[src/rtl/srm_pkg.sv]
package srm_pkg;
    typedef enum logic [1:0] {
        ST_IDLE = 2'd0,
        ST_T1   = 2'd1,
        ST_T2   = 2'd2,
        ST_T3   = 2'd3
    } bus_state_e;
endpackage

[src/rtl/srm_fsm.sv]
module srm_fsm
    import srm_pkg::*;
#(
    parameter int ADDR_W = 32,
    parameter int DATA_W = 32
) (
    input  logic              clk,
    input  logic              rst_n,
    input  logic              req_valid,
    input  logic [ADDR_W-1:0] req_addr,
    input  logic [DATA_W-1:0] cap_data,
    output bus_state_e        state,
    output logic              busy,
    output logic              done,
    output logic [DATA_W-1:0] done_data,
    output logic [ADDR_W-1:0] bus_addr
);
    bus_state_e state_q, state_d;

    // next-state decode
    always_comb begin
        state_d = state_q;
        unique case (state_q)
            ST_IDLE: if (req_valid) state_d = ST_T1;  // ACCEPT
            ST_T1:   state_d = ST_T2;                 // LAUNCH
            ST_T2:   state_d = ST_T3;                 // ACCESS
            ST_T3:   state_d = ST_IDLE;               // FINISH
            default: state_d = ST_IDLE;
        endcase
    end

    // state register
    always_ff @(posedge clk or negedge rst_n) begin
        if (!rst_n) state_q <= ST_IDLE;
        else        state_q <= state_d;
    end

    // registered outputs
    always_ff @(posedge clk or negedge rst_n) begin
        if (!rst_n) begin
            bus_addr  <= '0;
            done      <= 1'b0;
            done_data <= '0;
        end else begin
            done <= (state_q == ST_T3);
            if (state_q == ST_IDLE && req_valid) bus_addr <= req_addr;
            if (state_q == ST_T3) done_data <= cap_data;
        end
    end

    assign state = state_q;
    assign busy  = (state_q != ST_IDLE);

    assert_addr_hold_R2: assert property (@(posedge clk) disable iff (!rst_n)
        (state_q == ST_T2 || state_q == ST_T3) |-> $stable(bus_addr));
    assert_done_pulse_R6: assert property (@(posedge clk) disable iff (!rst_n)
        done |=> !done);
    assert_busy_ignored_R7: assert property (@(posedge clk) disable iff (!rst_n)
        (busy && state_q != ST_T3) |=> $stable(bus_addr));
    assert_back_to_back_R8: assert property (@(posedge clk) disable iff (!rst_n)
        (done && req_valid) |=> (state_q == ST_T1));
endmodule

[src/rtl/srm_strobe.sv]
module srm_strobe
    import srm_pkg::*;
#(
    parameter int DATA_W = 32
) (
    input  logic              clk,
    input  logic              rst_n,
    input  bus_state_e        state,
    input  logic [DATA_W-1:0] bus_data,
    output logic [DATA_W-1:0] cap_data,
    output logic              mem_sel_n,
    output logic              rd_strobe_n
);
    logic strobe_on;

    // falling-edge launch of strobes and blind data capture
    always_ff @(negedge clk or negedge rst_n) begin
        if (!rst_n) begin
            strobe_on <= 1'b0;
            cap_data  <= '0;
        end else begin
            strobe_on <= (state == ST_T1) || (state == ST_T2);
            if (state == ST_T3) cap_data <= bus_data;
        end
    end

    assign mem_sel_n   = ~strobe_on;
    assign rd_strobe_n = ~strobe_on;

    assert_strobe_low_R4: assert property (@(posedge clk) disable iff (!rst_n)
        (state == ST_T1 || state == ST_T2) |-> (!mem_sel_n && !rd_strobe_n));
    assert_strobe_high_R3: assert property (@(posedge clk) disable iff (!rst_n)
        (state == ST_IDLE || state == ST_T3) |-> (mem_sel_n && rd_strobe_n));
endmodule

[src/rtl/sync_rd_master.sv]
module sync_rd_master #(
    parameter int ADDR_W = 32,
    parameter int DATA_W = 32
) (
    input  logic              clk,
    input  logic              rst_n,
    input  logic              req_valid,
    input  logic [ADDR_W-1:0] req_addr,
    output logic              busy,
    output logic              done,
    output logic [DATA_W-1:0] done_data,
    output logic [ADDR_W-1:0] bus_addr,
    input  logic [DATA_W-1:0] bus_data,
    output logic              mem_sel_n,
    output logic              rd_strobe_n
);
    srm_pkg::bus_state_e state;
    logic [DATA_W-1:0]   cap_data;

    srm_fsm #(.ADDR_W(ADDR_W), .DATA_W(DATA_W)) fsm_i (
        .clk(clk), .rst_n(rst_n), .req_valid(req_valid), .req_addr(req_addr),
        .cap_data(cap_data), .state(state), .busy(busy), .done(done),
        .done_data(done_data), .bus_addr(bus_addr)
    );

    srm_strobe #(.DATA_W(DATA_W)) strobe_i (
        .clk(clk), .rst_n(rst_n), .state(state), .bus_data(bus_data),
        .cap_data(cap_data), .mem_sel_n(mem_sel_n), .rd_strobe_n(rd_strobe_n)
    );
endmodule

[config.mk]
export PLATFORM = sky130hd
export DESIGN_NAME = sync_rd_master
export DESIGN_NICKNAME = d
export VERILOG_FILES = /design/src/rtl/srm_pkg.sv /design/src/rtl/srm_fsm.sv /design/src/rtl/srm_strobe.sv /design/src/rtl/sync_rd_master.sv
export SDC_FILE = /design/constraint.sdc
export NUM_CORES = 1
export LEC_CHECK = 0
export CAP_MARGIN = 20
export CORE_ASPECT_RATIO = 1.2
export CORE_MARGIN = 4
export CORE_UTILIZATION = 49
export CTS_CLUSTER_DIAMETER = 120
export DETAILED_ROUTE_END_ITERATION = 6
export GPL_TIMING_DRIVEN = 0
export PLACE_DENSITY = 0.85
export SLEW_MARGIN = 20
export SYNTH_ARGS = -nofsm -noshare
export SYNTH_HDL_FRONTEND = slang
export SYNTH_SLANG_ARGS = --single-unit
[constraint.sdc]
create_clock -name clk -period 3.77 [get_ports clk]
set_clock_uncertainty 0.05 [all_clocks]
set_input_delay 0.754 -clock clk [delete_from_list [all_inputs] [get_ports clk]]
set_output_delay 0.754 -clock clk [all_outputs]
set_load 0.01 [all_outputs]
==> results.json, run 1 <==
{
  "status": "complete, no violations",
  "yosysUniqueCellTypes": 13,
  "layout-drive-gt1-share_pct": 34.14,
  "cts_buffers": 9,
  "via_per_inst": 4.929,
  "nets": 439,
  "grt_pass1_vias": 2544,
  "hpwl_microns": 5618,
  "clock-sinks": 100,
  "via_count": 2287,
  "rsz0062_at_grt": "false",
  "worst_pin_slew_ps": 339.1,
  "worstPathRequired_ps": 2970,
  "h-tree-depth": 3,
  "placed_area_sq_um": 5446,
  "dp_slack_ps": 60.32,
  "critPathKind": "flip-flop to output port",
  "drtIter0Drc": 45,
  "synth_area_leaders": "dfrtp_1 42%, dfrtn_1 21%, mux2_2 19%, mux2_4 11%, buf_6 1.7%",
  "io_buffer_count": 134,
  "dp_cells": 448,
  "ys_seq_elements": 100,
  "grt-ovfl-total": 0,
  "core_area_sq_um": 7795,
  "cap_violations": 0,
  "hold_slack_ps": 215.0,
  "grt_max_degree": 71,
  "p_per_area_nw_per_um2": 868.1,
  "cts_tree": "built",
  "grt_first_pass_wirelength_microns": 12580,
  "synth_top_area_share_pct": 42.32,
  "num-fill-cells": 537,
  "syn-instance-count": 221,
  "first_pass_iters": 4,
  "io_pins": 135,
  "layout.cells.non_filler": 464,
  "hold_violations": 0,
  "arrival_ps": 2920,
  "cts_buffer_depth": 2,
  "rows": 35,
  "intPower_mw": 3.436,
  "min_path_type": "primary input to asynchronous set/reset pin",
  "synth-warning-count": 0,
  "avgSynthCellArea_sq_um": 17.92,
  "ys_seq_area_share_pct": 63.17,
  "drc": 0,
  "slew_violations": 0,
  "clk_latency_ps": 330,
  "end_kind": "output port",
  "slew_headroom_pct": 77.40,
  "die_area_sq_um": 9593,
  "clkPwrFrac_pct": 12.6,
  "combPwrFrac_pct": 47.6,
  "path_clk_slew_ps": 100,
  "wl_per_cell_microns": 16.24,
  "totalWireLength_microns": 7537,
  "ctsHoldBuffers": 0,
  "insertedDiodeCount": 0,
  "cts-root-buf": "clkbuf_8",
  "cp_max_fo": 2,
  "gp_congestion": 0.7149,
  "postCtsSetupBuffers": 0,
  "syn_nets": 293,
  "final_area_sq_um": 5617,
  "peakVddDrop_mv": 0.4272,
  "sw_frac_of_total_pct": 29.53,
  "grt.total_usage_pct": 16.32,
  "start_util_pct": 50.82,
  "finalSetupViolations": 0,
  "worst_slack_ps": 47.63,
  "die_x_microns": 90.08,
  "p_sw_mw": 1.440,
  "seqPwrFrac_pct": 39.8,
  "antenna_left": 0,
  "cp-start-kind": "flip-flop",
  "die_h_microns": 106.5,
  "syn2layout_area_growth_pct": 41.79,
  "finalPower_mw": 4.876,
  "synth_top_area_cell": "dfrtp_1",
  "p_leak_nw": 2.486,
  "syn_area_sq_um": 3961,
  "antenna_found_initial": 0
}
## cells in the final DEF, fill, tap and decap left out
cell,count
buf_12,3
inv_1,4
clkinv_4,1
buf_4,3
clkdlybuf4s50_1,131
clkbuf_8,9
dfrtn_1,33
clkbuf_1,2
dfrtp_1,67
nor2_1,1
buf_6,7
mux2_2,67
clkdlybuf4s15_1,1
buf_16,1
nand2_4,1
ha_1,5
inv_6,3
mux2i_1,1
inv_4,1
mux2_4,30
and2b_2,1
## final timing paths
check	startpoint	end	slack, ps	cells past startpoint
worst max-delay path	strobe_i.strobe_on$_DFF_NN0_	rd_strobe_n	50	3
worst min-delay path	rst_n	fsm_i.done_data[2]$_DFFE_PN0N_	220	1
worst max register to register	fsm_i.state[1]$_DFFE_PN0P_	strobe_i.cap_data[13]$_DFFE_NN0N_	360	4
worst min register to register	strobe_i.cap_data[19]$_DFFE_NN0N_	strobe_i.cap_data[19]$_DFFE_NN0N_	400	1
max in group asynchronous	rst_n	strobe_i.strobe_on$_DFF_NN0_	1010	2
min in group clk	strobe_i.cap_data[19]$_DFFE_NN0N_	strobe_i.cap_data[19]$_DFFE_NN0N_	400	1
## per-stage QoR
stage               setup TNS (ps)  util, %
global route                     0    72.05
floorplan                        0        -
global placement           -216040    69.50
CTS                              0    72.04
finish                           0    72.05
detailed placement               0    69.87
## synthesized netlist by cell type
| cell | count |
|---|---|
| nand2_4 | 1 |
| dfrtp_1 | 67 |
| buf_6 | 6 |
| inv_1 | 4 |
| mux2_2 | 67 |
| mux2i_1 | 1 |
| mux2_4 | 30 |
| buf_4 | 2 |
| dfrtn_1 | 33 |
| nor2_1 | 1 |
| ha_1 | 5 |
| and2b_2 | 1 |
| buf_12 | 3 |
## cells by family (layout without fill, tap and decap cells)
logic type | after synthesis | in the layout | synth area share (%)
adders and majority gates | 5 | 5 | 1.579
buffers and inverters | 15 | 166 | 3.980
DFF | 100 | 100 | 63.17
muxes | 98 | 98 | 30.67
and+or+nand+nor | 3 | 3 | 0.6001
## layer usage
| layer | GRT usage, % | up-vias | wire length, microns |
|---|---|---|---|
| li1 | - | 1053 | - |
| met1 | 20.28 | 1149 | 3165 |
| met2 | 27.71 | 81 | 3835 |
| met3 | 5.166 | 4 | 487 |
| met4 | 4.267 | 0 | 49 |
| met5 | 0 | - | 0 |
## what timing repair did
item	in CTS	in global routing
resized for setup	3	1
setup endpoints to repair	2	1
pin swaps	0	0
## flip-flops by register name, indices dropped and copies added, names as in the netlist
| register | count |
|---|---|
| fsm_i.bus_addr | 32 |
| strobe_i.cap_data | 32 |
| fsm_i.done_data | 32 |
| strobe_i.strobe_on | 1 |
| fsm_i.state | 2 |
| fsm_i.done | 1 |
## power by group through the flow
stage          Clock [mW]  Combinational, mW  Sequential (mW)
2_1_floorplan           0               1.16             2.08
3_3_place_gp            0               2.30             1.93
3_5_place_dp            0               2.37             1.96
4_1_cts             0.636               2.37             1.95
5_1_grt             0.680               2.49             2.01
6_report            0.615               2.32             1.94
## worst max-delay path, stage by stage (launching register included)
cell,delay (ps)
dfrtn_1,390
inv_1,60
buf_4,120
buf_4,130
## area by class of cell
cell class                 instances  area [sq um]  share of cell area [%]
sequential                       100          2502                   44.55
timing repair buffer             135          1368                   24.35
multi-input combinational        106          1301                   23.17
buffer                            11         142.6                   2.540
tap                               92         115.1                   2.049
clock inverter                     5         41.29                  0.7351
clock buffer                      11         131.4                   2.339
inverter                           4         15.01                  0.2673
Note: power is estimated with default switching activity, not from simulation.
==> inputs of run 2 (changes only) <==
==> constraint.sdc (replaced) <==
create_clock -name clk -period 3.77 [get_ports clk]
set_clock_uncertainty 0.05 [all_clocks]
set_input_delay 1.131 -clock clk [delete_from_list [all_inputs] [get_ports clk]]
set_output_delay 1.131 -clock clk [all_outputs]
set_load 0.01 [all_outputs]
==> run 2 against run 1 <==
Compared with the run above:
- the run now ends with negative setup slack left
- setup slack worse by 330 ps
- combinational power about the same
- core utilization about the same
- hold slack better by 180 ps
- count of clock-buffer cells in the layout unchanged
- total power up 0.14%
- critical endpoint unchanged
- largest cell class unchanged
==> results.json, run 2 (synthesis results as in run 1) <==
{
  "cp-start-kind": "flip-flop",
  "hold_violations": 0,
  "finalPower_mw": 4.882,
  "violations": "negative setup slack",
  "dp_slack_ps": -316.7,
  "grt_max_degree": 71,
  "final_cell_mix": "131 x clkdlybuf4s50_1, 67 x mux2_2, 67 x dfrtp_1, 33 x dfrtn_1, 30 x mux2_4",
  "ctsHoldBuffers": 0,
  "drtIter0Drc": 45,
  "critPathKind": "flip-flop to output port",
  "reg2reg_depth": 4,
  "grt-ovfl-total": 0,
  "gp_congestion": 0.7149,
  "h-tree-depth": 3,
  "drc": 0,
  "totalWireLength_microns": 7536,
  "finalSetupViolations": 2,
  "end_kind": "output port",
  "wl_per_cell_microns": 16.24,
  "cts_resized": 11,
  "worst_pin_slew_ps": 339.1,
  "p_per_area_nw_per_um2": 868.9,
  "cap_violations": 0,
  "slowest_delay_ps": 410,
  "cts_tree": "built",
  "antenna_found_initial": 0,
  "final_util_pct": 72.09,
  "rsz0062_at_grt": "true",
  "path_clk_slew_ps": 60,
  "slew_headroom_pct": 77.40,
  "grt_first_pass_wirelength_microns": 12560,
  "p_leak_nw": 2.487,
  "worstPathRequired_ps": 2590,
  "clk_latency_ps": 330,
  "postCtsSetupBuffers": 0,
  "crit_path_top_delay_cell": "dfrtn_1",
  "core_area_sq_um": 7795,
  "via_per_inst": 4.929,
  "io_buffer_count": 134,
  "insertedDiodeCount": 0,
  "cts-root-buf": "clkbuf_8",
  "min_path_cells": 1,
  "reg.largest.list": "fsm_i.bus_addr: 32 flops, fsm_i.done_data: 32 flops, strobe_i.cap_data: 32 flops",
  "start_util_pct": 50.82,
  "cts_buffer_depth": 2,
  "layout-drive-gt1-share_pct": 34.68,
  "path_buf_inv": 3,
  "hpwl_microns": 5618,
  "first_pass_iters": 4,
  "arrival_ps": 2880,
  "grt.total_usage_pct": 16.31,
  "slew_violations": 0,
  "final_area_sq_um": 5619,
  "hold_slack_ps": 399.2,
  "antenna_left": 0,
  "worstSetupPathDepth": 3,
  "status": "finished with violations",
  "syn2layout_area_growth_pct": 41.85,
  "min_path_type": "flip-flop to flip-flop",
  "worst_slack_ps": -287.3,
  "crit_chain": "inv_2, buf_6, buf_6",
  "die_x_microns": 90.08,
  "placed_area_sq_um": 5446,
  "cts_buffers": 9,
  "io_pins": 135,
  "clock-sinks": 100,
  "die_h_microns": 106.5,
  "final_common_cell": "clkdlybuf4s50_1",
  "crit_family": "flip-flops",
  "nets": 439,
  "cp_max_fo": 2,
  "peakVddDrop_mv": 0.4272,
  "grt_pass1_vias": 2538,
  "rows": 35,
  "via_count": 2287,
  "cpMostUsedCell": "buf_6",
  "die_area_sq_um": 9593
}
-- run 2: final timing paths --
kind	from	endpoint	slack [ps]
max	strobe_i.strobe_on$_DFF_NN0_	rd_strobe_n	-290
min	strobe_i.cap_data[19]$_DFFE_NN0N_	strobe_i.cap_data[19]$_DFFE_NN0N_	400
max reg2reg	fsm_i.state[1]$_DFFE_PN0P_	strobe_i.cap_data[13]$_DFFE_NN0N_	360
min reg2reg	strobe_i.cap_data[19]$_DFFE_NN0N_	strobe_i.cap_data[19]$_DFFE_NN0N_	400
max in group asynchronous	rst_n	strobe_i.strobe_on$_DFF_NN0_	630
min in group asynchronous	rst_n	fsm_i.done_data[2]$_DFFE_PN0N_	590
-- run 2: power by group --
part	internal (mW)	total (mW)	switching [mW]	leakage (nW)
logic	1.54	2.33	0.789	1.22
registers	1.65	1.94	0.287	1.17
clock network	0.250	0.615	0.365	0.0892
total	3.44	4.88	1.44	2.49
-- run 2: per-stage QoR --
stage / TNS, ps / std cells
floorplan: 0 / 221
global placement: -257950 / 447
detailed placement: -4537 / 448
CTS: -521.0 / 464
global route: -573.6 / 464
finish: -494.4 / 464
-- run 2: layout make-up --
cell class | instances | area (sq um)
clock inverter | 5 | 41.29
clock buffer | 11 | 131.4
fill | 538 | 2176
timing repair buffer | 135 | 1366
sequential | 100 | 2502
inverter | 4 | 15.01
tap | 92 | 115.1
buffer | 11 | 146.4
multi-input combinational | 106 | 1301
-- run 2: metal layers --
metal / GRT usage (%) / part of all wire (%)
met1: 20.24 / 42
met2: 27.71 / 51
met3: 5.166 / 6.5
met4: 4.267 / 0.65
met5: 0 / 0
==> inputs of run 3 (changes only) <==
--- a/config.mk
+++ b/config.mk
@@ -12,6 +12,7 @@
 export CTS_CLUSTER_DIAMETER = 120
 export DETAILED_ROUTE_END_ITERATION = 6
 export GPL_TIMING_DRIVEN = 0
+export MAX_ROUTING_LAYER = met4
 export PLACE_DENSITY = 0.85
 export SLEW_MARGIN = 20
 export SYNTH_ARGS = -nofsm -noshare
==> run 3 against run 2 <==
Compared with the run above:
- the flow still finishes with violations (negative setup slack)
- sequential cell count did not move
- largest cell class unchanged
- critical path type unchanged
- design area unchanged
- largest power group unchanged
- critical path depth unchanged
- register-to-register slack is essentially flat
- core utilization did not move
- non-clock buffer count unchanged
- count of clock-buffer cells in the layout stayed put
- hold slack about the same
==> results.json, run 3 (synthesis results as in run 1) <==
{
  "status": "finished with violations",
  "violations": "negative setup slack",
  "grt_max_degree": 71,
  "r2r_slack_ps": 360,
  "met1_length_microns": 3238,
  "num-fill-cells": 538,
  "totalWireLength_microns": 7531,
  "dp_cells": 448,
  "min_path_cells": 1,
  "arrival_ps": 2880,
  "grt_first_pass_wirelength_microns": 12540,
  "cp_max_fo": 2,
  "cap_violations": 0,
  "core_area_sq_um": 7795,
  "cts_buffers": 9,
  "first_pass_iters": 4,
  "syn2layout_area_growth_pct": 41.85,
  "path_clk_slew_ps": 60,
  "cts-root-buf": "clkbuf_8",
  "die_h_microns": 106.5,
  "antenna_found_initial": 0,
  "seqCellArea_sq_um": 2502,
  "clk_latency_ps": 330,
  "cts_buffer_depth": 2,
  "timing.rr.end": "strobe_i.cap_data[13]$_DFFE_NN0N_",
  "die_x_microns": 90.08,
  "finalSetupViolations": 2,
  "cp-start-kind": "flip-flop",
  "slew_headroom_pct": 77.59,
  "io_buffer_count": 134,
  "worstHoldStart": "strobe_i.cap_data[19]$_DFFE_NN0N_",
  "dr_wl_met2_microns": 3832,
  "wl_per_cell_microns": 16.23,
  "reg.largest.list": "fsm_i.bus_addr: 32 flops, fsm_i.done_data: 32 flops, strobe_i.cap_data: 32 flops",
  "met3_wirelength_microns": 410,
  "critPathKind": "flip-flop to output port",
  "final_common_cell": "clkdlybuf4s50_1",
  "grt_pass1_vias": 2539,
  "grt-ovfl-total": 0,
  "hold_violations": 0,
  "drc": 0,
  "ctsHoldBuffers": 0,
  "gp_congestion": 0.7231,
  "drtIter0Drc": 50,
  "h-tree-depth": 3,
  "nets": 439,
  "clock-sinks": 100,
  "worst_slack_ps": -287.7,
  "layout-drive-gt1-share_pct": 34.68,
  "cts_tree": "built",
  "hpwl_microns": 5618,
  "holdPathEnd": "strobe_i.cap_data[19]$_DFFE_NN0N_",
  "timing.rr.start": "fsm_i.state[1]$_DFFE_PN0P_",
  "peakVddDrop_mv": 0.4274,
  "multi_input_area_sq_um": 1301,
  "grt.total_usage_pct": 16.82,
  "p_leak_nw": 2.487,
  "slew_violations": 0,
  "insertedDiodeCount": 0,
  "min_path_type": "flip-flop to flip-flop",
  "reg2reg_depth": 4,
  "start_util_pct": 50.82,
  "worst_pin_slew_ps": 336.2,
  "rsz0062_at_grt": "true",
  "route.top_layer_used": "met4",
  "layout.cells.non_filler": 464,
  "via_count": 2295,
  "final_cell_mix": "131 x clkdlybuf4s50_1, 67 x mux2_2, 67 x dfrtp_1, 33 x dfrtn_1, 30 x mux2_4",
  "die_area_sq_um": 9593,
  "rows": 35,
  "finalPower_mw": 4.885,
  "end_kind": "output port",
  "worstPathRequired_ps": 2590,
  "via_per_inst": 4.946,
  "antenna_left": 0,
  "io_pins": 135,
  "p_per_area_nw_per_um2": 869.3
}
run 3: stage by stage:
stage | TNS, ps | hold slack (ps) | cell area [sq um] | setup WS (ps) | utilization, %
floorplan | 0 | 385.3 | 3961 | 132.6 | -
global placement | -257950 | 393.2 | 5418 | -3698 | 69.50
detailed placement | -4537 | 402.1 | 5446 | -316.7 | 69.87
CTS | -521.0 | 402.9 | 5619 | -300.8 | 72.09
global route | -577.7 | 417.8 | 5619 | -330.1 | 72.09
finish | -494.9 | 399.1 | 5619 | -287.7 | 72.09
run 3: power breakdown:
group          switching (mW)  leakage [nW]  internal (mW)
clock                   0.366        0.0892          0.250
sequential              0.288          1.17           1.65
combinational           0.790          1.22           1.54
total                    1.44          2.49           3.44
run 3: how the worst max path moves through the flow:
| stage | from | to | cells after the start |
|---|---|---|---|
| finish | strobe_i.strobe_on$_DFF_NN0_ | rd_strobe_n | 3 |
| global route | strobe_i.strobe_on$_DFF_NN0_ | rd_strobe_n | 3 |
| CTS | strobe_i.strobe_on$_DFF_NN0_ | rd_strobe_n | 3 |
| detailed placement | strobe_i.strobe_on$_DFF_NN0_ | rd_strobe_n | 3 |
| global placement | rst_n | strobe_i.cap_data[13]$_DFFE_NN0N_ | 1 |
| floorplan | strobe_i.strobe_on$_DFF_NN0_ | rd_strobe_n | 2 |
run 3: worst max-delay path: stages (launching register included):
cell and delay (ps):
dfrtn_1 410, inv_2 50, buf_6 100, buf_6 110
run 3: metal layers:
| metal | global-route usage, % | vias up |
|---|---|---|
| li1 | - | 1052 |
| met1 | 20.99 | 1158 |
| met2 | 27.55 | 81 |
| met3 | 4.459 | 4 |
| met4 | 4.267 | 0 |
| met5 | - | - |
run 3: repair_timing:
action | 4_1_cts | 5_1_grt
setup buffers | 0 | 0
hold endpoints to repair | 0 | 0
gates resized for setup | 11 | 0
endpoints found under the setup margin | 2 | 2
run 3: area by class of cell:
type / instances / area share, %
inverter: 4 / 0.2672
tap: 92 / 2.049
timing repair buffer: 135 / 24.32
clock inverter: 5 / 0.7348
sequential: 100 / 44.53
clock buffer: 11 / 2.338
buffer: 11 / 2.605
multi-input combinational: 106 / 23.16
